[config.mk]
export PLATFORM = sky130hd
export DESIGN_NAME = irq_evt_unit
export DESIGN_NICKNAME = d
export VERILOG_FILES = /design/src/rtl/irq_evt_pkg.sv /design/src/rtl/irq_evt_ctrl.sv /design/src/rtl/irq_evt_dp.sv /design/src/rtl/irq_evt_unit.sv
export SDC_FILE = /design/constraint.sdc
export NUM_CORES = 1
export LEC_CHECK = 0
export CORE_UTILIZATION = 34
export DETAILED_ROUTE_END_ITERATION = 10
export PLACE_DENSITY = 0.74
export SLEW_MARGIN = 20
export SYNTH_ARGS = -nofsm -noshare
export SYNTH_HDL_FRONTEND = slang
export SYNTH_SLANG_ARGS = --single-unit
[constraint.sdc]
create_clock -name clk -period 0.9 [get_ports clk]
set_input_delay 0.135 -clock clk [delete_from_list [all_inputs] [get_ports clk]]
set_output_delay 0.135 -clock clk [all_outputs]
set_load 0.02 [all_outputs]
[src/rtl/irq_evt_pkg.sv]
package irq_evt_pkg;
  localparam int NUM_EVT = 5;
  // Event vector index; register bit = index + (DATA_W - NUM_EVT)
  localparam int EV_GAP     = 0;
  localparam int EV_RXOVER  = 1;
  localparam int EV_TXUNDER = 2;
  localparam int EV_RXDONE  = 3;
  localparam int EV_TXDONE  = 4;

  typedef struct packed {
    logic wrStatus;
    logic wrEnable;
    logic selStatus;
    logic selEnable;
  } regStrobe_t;
endpackage

[src/rtl/irq_evt_ctrl.sv]
module irq_evt_ctrl
  import irq_evt_pkg::*;
#(
  parameter int ADDR_W = 5,
  parameter logic [ADDR_W-1:0] STATUS_OFS = 5'h0c,
  parameter logic [ADDR_W-1:0] ENABLE_OFS = 5'h0d
) (
  input  logic              wrEn,
  input  logic [ADDR_W-1:0] regAddr,
  output regStrobe_t        strobes
);
  logic hitStatus;
  logic hitEnable;

  always_comb begin
    hitStatus = (regAddr == STATUS_OFS);
    hitEnable = (regAddr == ENABLE_OFS);
    strobes.selStatus = hitStatus;
    strobes.selEnable = hitEnable;
    strobes.wrStatus  = wrEn && hitStatus;
    strobes.wrEnable  = wrEn && hitEnable;
  end
endmodule

[src/rtl/irq_evt_dp.sv]
module irq_evt_dp
  import irq_evt_pkg::*;
#(
  parameter int DATA_W = 8
) (
  input  logic               clk,
  input  logic               rstN,
  input  regStrobe_t         strobes,
  input  logic [DATA_W-1:0]  wrData,
  input  logic [NUM_EVT-1:0] evtRaw,
  input  logic               txSlotIrqReq,
  output logic [DATA_W-1:0]  rdData,
  output logic [NUM_EVT-1:0] statusQ,
  output logic [NUM_EVT-1:0] enableQ,
  output logic               irqOut
);
  localparam int PAD_W = DATA_W - NUM_EVT;

  logic [NUM_EVT-1:0] evtQual;
  logic [NUM_EVT-1:0] clrMask;

  always_comb begin
    evtQual = evtRaw;
    evtQual[EV_TXDONE] = evtRaw[EV_TXDONE] & txSlotIrqReq;
    clrMask = strobes.wrStatus ? wrData[DATA_W-1 -: NUM_EVT] : '0;
  end

  // one sticky flop per source; set wins over clear
  for (genvar i = 0; i < NUM_EVT; i++) begin : g_stat
    always_ff @(posedge clk or negedge rstN) begin
      if (!rstN)           statusQ[i] <= 1'b0;
      else if (evtQual[i]) statusQ[i] <= 1'b1;
      else if (clrMask[i]) statusQ[i] <= 1'b0;
    end
  end

  always_ff @(posedge clk or negedge rstN) begin
    if (!rstN)                 enableQ <= '0;
    else if (strobes.wrEnable) enableQ <= wrData[DATA_W-1 -: NUM_EVT];
  end

  always_ff @(posedge clk or negedge rstN) begin
    if (!rstN) irqOut <= 1'b0;
    else       irqOut <= |(statusQ & enableQ);
  end

  always_comb begin
    if (strobes.selStatus)      rdData = {statusQ, {PAD_W{1'b1}}};
    else if (strobes.selEnable) rdData = {enableQ, {PAD_W{1'b1}}};
    else                        rdData = '0;
  end
endmodule

[src/rtl/irq_evt_unit.sv]
module irq_evt_unit
  import irq_evt_pkg::*;
#(
  parameter int ADDR_W = 5,
  parameter int DATA_W = 8,
  parameter logic [ADDR_W-1:0] STATUS_OFS = 5'h0c,
  parameter logic [ADDR_W-1:0] ENABLE_OFS = 5'h0d
) (
  input  logic              clk,
  input  logic              rstN,
  input  logic              wrEn,
  input  logic [ADDR_W-1:0] regAddr,
  input  logic [DATA_W-1:0] wrData,
  output logic [DATA_W-1:0] rdData,
  input  logic              txDoneEvt,
  input  logic              txSlotIrqReq,
  input  logic              rxDoneEvt,
  input  logic              txUnderEvt,
  input  logic              rxOverEvt,
  input  logic              gapEvt,
  output logic              irqOut
);
  regStrobe_t         strobes;
  logic [NUM_EVT-1:0] evtVec;
  logic [NUM_EVT-1:0] statusVec;
  logic [NUM_EVT-1:0] enableVec;

  always_comb begin
    evtVec             = '0;
    evtVec[EV_TXDONE]  = txDoneEvt;
    evtVec[EV_RXDONE]  = rxDoneEvt;
    evtVec[EV_TXUNDER] = txUnderEvt;
    evtVec[EV_RXOVER]  = rxOverEvt;
    evtVec[EV_GAP]     = gapEvt;
  end

  irq_evt_ctrl #(
    .ADDR_W(ADDR_W), .STATUS_OFS(STATUS_OFS), .ENABLE_OFS(ENABLE_OFS)
  ) u_ctrl (
    .wrEn(wrEn), .regAddr(regAddr), .strobes(strobes)
  );

  irq_evt_dp #(.DATA_W(DATA_W)) u_dp (
    .clk(clk), .rstN(rstN), .strobes(strobes), .wrData(wrData),
    .evtRaw(evtVec), .txSlotIrqReq(txSlotIrqReq), .rdData(rdData),
    .statusQ(statusVec), .enableQ(enableVec), .irqOut(irqOut)
  );
endmodule

# After elaboration in Yosys (flattened, before gate mapping)
# Cells that the tools add are included.
# Widths: inputs -> output; s select.
# totals
output_inout_bits	9
wordCells	32
register_bits	11
# op_classes
n_mux	13
eq_ne	2
bitwise_logic	2
reduce_logical	8
# ops
cell	n
$mux 8	2
$eq 5x4->1 const B	2
$mux 1	10
$reduce_bool 2->1	5
$and 5x5->5	1
$mux 5	1
$reduce_or 5->1	1
$logic_and 1x1->1	2
$and 1x1->1	1

# Depth between registers and ports, before layout
# Gate-level depths: netlist of the first run.
# depth
depth_word	5
mapped_depth	6
ltp_nobuf	4

# Cells and area by module
# A second synthesis of the first run with hierarchy kept.
# unflattened
hier_cells	51
area_unflattened_um2	573.0
# modules_own_cells
mod	cells_each	seq_area_each_um2	area_per_inst_um2	n_inst
irq_evt_dp	43	275.3	505.5	1
irq_evt_ctrl	8	0.0	67.6	1

# Worst setup path before layout of the first run
# No wires, ideal clock.
# synth_timing
kind	input to register
start	input port regAddr[1]
end	register u_dp.enableQ[0]
setup_slack_ns	-0.354
path_buffers	2
t_arrival_ns	1.129
t_required_ns	0.775
cell_stages	6
cell_sequence	nand4bb_1 > buf_6 > inv_4 > and3_4 > buf_6 > mux2_4
# synth_via
elab_chain_cells	2
# synth_rtl
item	line_no	source
start: declaration	irq_evt_unit.sv:12	input logic [ADDR_W-1:0] regAddr,
$eq 5x4->1	irq_evt_ctrl.sv:17	hitEnable = (regAddr == ENABLE_OFS);
$logic_and 1x1->1	irq_evt_ctrl.sv:21	strobes.wrEnable = wrEn && hitEnable;
end signal: assignment	irq_evt_dp.sv:39	else if (strobes.wrEnable) enableQ <= wrData[DATA_W-1 -: NUM_EVT];
end: declaration	irq_evt_dp.sv:14	output logic [NUM_EVT-1:0] enableQ,
# Every way passes these cells.
# A chain may end at the register's enable or synchronous reset.

# Worst setup path after layout of the first run
# layout_timing
start	register u_dp.enableQ[1]
end	output port rdData[4]
# layout_via
elab_chain_cells	2
# layout_rtl
item	line_no	source
$mux 8	irq_evt_dp.sv:49	else if (strobes.selEnable) rdData = {enableQ, {PAD_W{1'b1}}};
$mux 8	irq_evt_dp.sv:48	if (strobes.selStatus) rdData = {statusQ, {PAD_W{1'b1}}};
end: declaration	irq_evt_unit.sv:14	output logic [DATA_W-1:0] rdData,
# Every way passes these cells.

==> results of run 1 <==
==> metal layers <==
metal	vias to the layer above	routed length [um]	GRT usage (%)	part of all wire [%]
li1	272	-	-	-
met1	252	649	21.3	46
met2	16	699	26.9	50
met3	0	63	2.92	4.5
met4	0	0	13.1	0
met5	-	0	0	0
==> power breakdown <==
group          internal [W]  switching (W)
combinational      0.000270       0.000150
clock              0.000171       0.000166
sequential         0.000553      0.0000292
==> repair_timing <==
item / CTS / global route
pin swaps: 5 / 2
setup endpoints to repair: 20 / 17
buffers inserted: 3 / 1
endpoints found under the hold margin: 0 / 0
resized for setup: 64 / 4
==> area by class of cell <==
type	count	area [um^2]
Sequential cell	11	275
Clock buffer	4	26.3
Fill cell	127	567
Multi-Input combinational cell	33	262
Timing Repair Buffer	44	385
Inverter	5	23.8
Tap cell	16	20.0
==> final timing paths <==
kind,to
max,rdData[4]
min,u_dp.statusQ[4]$_DFFE_PN0P_
max reg2reg,u_dp.irqOut$_DFF_PN0_
min reg2reg,u_dp.statusQ[4]$_DFFE_PN0P_
max in group asynchronous,u_dp.enableQ[2]$_DFFE_PN0P_
min in group clk,u_dp.statusQ[4]$_DFFE_PN0P_
==> kinds of logic after synthesis <==
kind of cell | Yosys count
buf+inv | 10
flops | 11
simple gates | 16
mux | 10
compound gates | 7
==> per-stage QoR <==
stage,utilization [%],setup WS [ns],TNS (ns)
after global routing,63.6,-0.352,-2.72
after global placement,60.8,-0.849,-12.83
after detailed placement,60.8,-0.886,-13.29
after floorplan,-,-0.338,-2.34
after CTS,63.0,-0.299,-2.14
final,63.6,-0.265,-2.06
==> state kept, by name, indices dropped and copies added, names as in the netlist <==
register	flops
u_dp.irqOut	1
u_dp.statusQ	5
u_dp.enableQ	5
==> Yosys cell counts <==
cell        n
inv_4       1
o31ai_1     1
nor3b_1     1
dfrtp_1    11
a22oi_1     1
buf_4       2
nor2_1      9
inv_1       4
nand2_1     4
buf_2       1
a31oi_1     4
mux2i_1     5
and3_4      1
a222oi_1    1
mux2_4      5
buf_6       2
nand4bb_1   1
==> cells in the final DEF, fill, tap and decap left out, types with 2 or more instances in the layout <==
cell type / n
nor2_1: 8
buf_2: 5
dfrtp_1: 11
buf_4: 14
buf_6: 10
mux2_4: 5
dlygate4sd2_1: 2
mux2i_1: 5
inv_1: 4
nand2_1: 4
clkdlybuf4s50_1: 12
clkbuf_4: 3
a31oi_1: 4
==> critical path, stage by stage (launching register included) <==
cell     delay [ns]
dfrtp_1        0.38
mux2i_1        0.16
nor2_1         0.07
buf_4          0.16
==> flow_metrics.py, run 1 <==
metrics = {
    "status": {
        "status": "finished with violations",
        "violations": "DRC, setup timing",
    },
    "clock_network": {
        "clk_pin_slew_ns": 0.07,
        "htreeDepth": 1,
        "root_buffer": "clkbuf_4",
        "numCtsBuffers": 3,
        "cts_hold_repair.buffers": 0,
        "cts.sinks": 11,
        "cts_tree": "done",
        "clock_latency_ns": 0.27,
        "cts_buffer_depth": 2,
    },
    "detailed_routing": {
        "viasPerCell": 4.78,
        "drcViolationCount": 4,
        "first_pass_iters": 9,
        "routed_wl_mm": 1.41,
        "drtIter0Drc": 9,
        "vias": 540,
        "avgRoutedWirePerCell_um": 12.5,
        "ant_nets": 0,
    },
    "final_layout": {
        "diodes": 0,
        "drive_gt1_share_pct": 42.3,
        "area_growth_pct": 67.3,
        "design_area_um2": 992,
        "layout.nets": 120,
        "instances_no_fill": 113,
    },
    "synthesis": {
        "synth_top_family_by_area": "multiplexers",
        "synthSimpleGateAreaFrac_pct": 13.3,
        "synthMuxAreaShare_pct": 21.1,
        "synth_area_leader_cell": "dfrtp_1",
        "yosysSeqAreaShare_pct": 46.4,
        "synth_fa_ha_area_share_pct": 0,
        "syn-num-nets": 76,
        "syn_area_um2": 593,
        "yosys.area_share.xor_xnor_pct": 0,
        "yosys-top-cells-area": "dfrtp_1, mux2_4, mux2i_1, nor2_1, a31oi_1",
        "yosys_warnings": 0,
        "synth.distinct_cells": 17,
        "synth-compound-area-share_pct": 8.44,
        "postSynthAreaPerCell_um2": 11.0,
        "synth_top_area_share_pct": 46.4,
        "ys_ff_latch": 11,
        "synth_cells": 54,
    },
    "timing": {
        "finalClockSkew_ns": 0.00117,
        "rsz0062_at_grt": "yes",
        "fmax_ghz": 0.858,
        "fin_hold_ws_ns": 0.161,
        "setup_viol": 15,
        "max_slew_margin_pct": 79.5,
        "fin_crit_sh_pct": 129,
        "worst_slew_pin_slew_ns": 0.308,
        "slew_violations": 0,
        "hold_viol": 0,
        "period_needed_ns": 1.17,
        "layout_setup_ws_ns": -0.265,
    },
    "pwr": {
        "total_power_w": 0.00134,
        "powerDensity_nw_per_um2": 1350,
        "peakVddDrop_v": 0.000774,
        "cellLeakagePower_nw": 0.479,
    },
    "worst_setup_path": {
        "crit_arrival_ns": 1.03,
        "cp.required_ns": 0.76,
        "cp-end-kind": "output port",
        "rr_worst_depth": 3,
        "critPathLaunchType": "register",
        "r2r_slack_ns": -0.17,
        "critPathLaunch": "u_dp.enableQ[1]$_DFFE_PN0P_",
        "path_max_fanout": 2,
        "rr_startpoint": "u_dp.statusQ[3]$_DFFE_PN0P_",
        "path_class": "register to output port",
    },
    "die": {
        "num_rows": 14,
        "initial_core_util_pct": 38.0,
        "pin_count": 31,
        "die_x_um": 43.8,
        "core_area_um2": 1560,
        "dieArea_um2": 1920,
        "die-height_um": 43.8,
    },
    "global_route": {
        "grt_max_degree": 12,
        "overflow": 0,
        "grt_pass1_wl_mm": 2.33,
        "grt_pass1_vias": 532,
        "antenna_found_initial": 0,
        "grt_usage_pct": 17.3,
    },
    "run": {
        "drv_cap": 0,
    },
    "worst_hold_path": {
        "hold_path.class": "input port to asynchronous set/reset pin",
    },
    "placed_design": {
        "hpwl_mm": 1.03,
        "gp_congestion": 0.742,
        "dp.cells": 106,
        "port_buffers": 27,
        "place_area_um2": 948,
    },
}
Power figures use the tool's default switching activity.
==> run 2: changes to the inputs <==
--- a/config.mk
+++ b/config.mk
@@ -5,9 +5,9 @@
 export SDC_FILE = /design/constraint.sdc
 export NUM_CORES = 1
 export LEC_CHECK = 0
-export CORE_UTILIZATION = 34
+export CORE_UTILIZATION = 40
 export DETAILED_ROUTE_END_ITERATION = 10
-export PLACE_DENSITY = 0.74
+export PLACE_DENSITY = 0.82
 export SLEW_MARGIN = 20
 export SYNTH_ARGS = -nofsm -noshare
 export SYNTH_HDL_FRONTEND = slang
==> constraint.sdc (replaced) <==
create_clock -name clk -period 1.45 [get_ports clk]
set_input_delay 0.2175 -clock clk [delete_from_list [all_inputs] [get_ports clk]]
set_output_delay 0.2175 -clock clk [all_outputs]
set_load 0.02 [all_outputs]
==> run 2 against run 1 <==
  * The flow now finishes without violations
  * Global-route usage is 0.79 points higher
  * Via count is 3.7% lower
  * Largest cell class is now sequential cells
  * Total power is 43% lower
  * Sequential share of layout area is 4.4 points higher
  * Critical path depth is 2 lower
  * Largest power group unchanged
  * Design area is 14% lower
  * Clock power is 38% lower
==> flow_metrics.py, run 2 (synthesis gave the netlist of run 1 again) <==
metrics = {
    "pwr": {
        "powerDensity_nw_per_um2": 892,
        "peakVddDrop_v": 0.000431,
        "total_power_w": 0.000764,
        "cellLeakagePower_nw": 0.411,
    },
    "worst_setup_path": {
        "path_depth": 1,
        "crit_arrival_ns": 1.18,
        "rr_worst_depth": 2,
        "critPathLaunchType": "register",
        "cp-end-kind": "output port",
        "cp.required_ns": 1.23,
        "critical-path-top-delay-family": "buffers and inverters",
        "path_class": "register to output port",
        "critical_path_buf_inv_count": 1,
        "crit_path_top_delay_cell": "clkdlybuf4s50_1",
        "worstPathCellList": "clkdlybuf4s50_1",
        "slowest_delay_ns": 0.59,
        "path_max_fanout": 1,
    },
    "placed_design": {
        "port_buffers": 27,
        "place_area_um2": 870,
        "dp.cells": 95,
        "gp_congestion": 0.735,
        "hpwl_um": 922,
    },
    "clock_network": {
        "htreeDepth": 1,
        "clock_latency_ns": 0.27,
        "cts.sinks": 11,
        "post_cts_buffers": 0,
        "cts_tree": "done",
        "cts_resized": 39,
        "root_buffer": "clkbuf_4",
        "numCtsBuffers": 3,
        "cts_hold_repair.buffers": 0,
        "cts_buffer_depth": 2,
        "clk_pin_slew_ns": 0.07,
    },
    "final_layout": {
        "instances_no_fill": 99,
        "fin_util_pct": 64.3,
        "layout.nets": 107,
        "fillerInstances": 112,
        "most-common-layout-cells": "clkdlybuf4s50_1, dfrtp_1, nor2_1",
        "layout.cells.most_common": "clkdlybuf4s50_1",
        "diodes": 0,
        "drive_gt1_share_pct": 26.2,
        "design_area_um2": 857,
        "area_growth_pct": 44.5,
        "reg_top3": "u_dp.enableQ (5), u_dp.statusQ (5), u_dp.irqOut (1)",
        "multi_input_area_um2": 254,
        "regArea_um2": 275,
    },
    "detailed_routing": {
        "routed_wl_mm": 1.28,
        "vias": 520,
        "ant_nets": 0,
        "viasPerCell": 5.25,
        "drtIter0Drc": 10,
        "first_pass_iters": 4,
        "drcViolationCount": 0,
        "avgRoutedWirePerCell_um": 12.9,
    },
    "timing": {
        "period_needed_ns": 1.39,
        "hold_viol": 0,
        "max_slew_margin_pct": 67.9,
        "slew_violations": 0,
        "fin_crit_sh_pct": 96.2,
        "setup_viol": 0,
        "rsz0062_at_grt": "no",
        "worst_slew_pin_slew_ns": 0.480,
        "finalSetupTns_ns": 0,
        "fmax_ghz": 0.717,
        "finalClockSkew_ns": 0.00168,
    },
    "global_route": {
        "overflow": 0,
        "grt_pass1_wl_mm": 1.82,
        "grt_pass1_vias": 469,
        "grt_max_degree": 12,
        "antenna_found_initial": 0,
        "grt_usage_pct": 18.1,
    },
    "status": {
        "status": "complete, no violations",
    },
    "die": {
        "pin_count": 31,
        "die-height_um": 40.5,
        "dieArea_um2": 1640,
        "num_rows": 13,
        "core_area_um2": 1330,
        "initial_core_util_pct": 44.5,
        "die_x_um": 40.5,
    },
    "run": {
        "drv_cap": 0,
    },
    "worst_hold_path": {
        "hold_path.class": "input port to asynchronous set/reset pin",
    },
}
run 2: cell types whose count changed in the layout (fill, tap and decap cells not counted), sizes merged:
cell,before,now
buf,29,12
dlygate4sd2,2,5
clkdlybuf4s50,12,14
clkbuf,5,4
clkinv,1,0
inv,4,5
run 2: worst paths after layout:
path / start / end / slack, ns
worst min register to register: u_dp.enableQ[1]$_DFFE_PN0P_ / u_dp.irqOut$_DFF_PN0_ / 0.54
max in group asynchronous: rstN / u_dp.statusQ[1]$_DFFE_PN0P_ / 0.85
worst max register to register: u_dp.statusQ[3]$_DFFE_PN0P_ / u_dp.irqOut$_DFF_PN0_ / 0.48
worst min-delay path: rstN / u_dp.statusQ[4]$_DFFE_PN0P_ / 0.27
min in group clk: txSlotIrqReq / u_dp.statusQ[4]$_DFFE_PN0P_ / 0.48
worst max-delay path: u_dp.irqOut$_DFF_PN0_ / irqOut / 0.06
run 2: layer usage:
layer / global-route usage, % / share of wire (%) / vias to the layer above / wire (um)
li1: - / - / 243 / -
met1: 18.2 / 42 / 246 / 541
met2: 32.5 / 47 / 26 / 606
met3: 3.89 / 7.2 / 5 / 92
met4: 12.5 / 3.1 / 0 / 40
met5: 0 / 0 / - / 0
run 2: through the flow:
| stage | hold slack [ns] | setup slack (ns) |
|---|---|---|
| 2_1_floorplan | -0.0781 | 0.113 |
| 3_3_place_gp | 0.521 | -0.488 |
| 3_5_place_dp | 0.521 | -0.496 |
| 4_1_cts | 0.288 | 0.0470 |
| 5_1_grt | 0.300 | 0.0248 |
| 6_report | 0.273 | 0.0555 |
run 2: cell type report:
class / instances / share of cell area (%)
timing repair buffer: 31 / 30.5
sequential: 11 / 32.1
tap: 15 / 2.19
clock buffer: 4 / 3.07
inverter: 5 / 2.48
multi-input combinational: 33 / 29.6
run 2: power breakdown:
| part | internal, W | switching (W) |
|---|---|---|
| clock network | 0.000107 | 0.000102 |
| registers | 0.000344 | 0.0000255 |
| logic | 0.000119 | 0.0000681 |
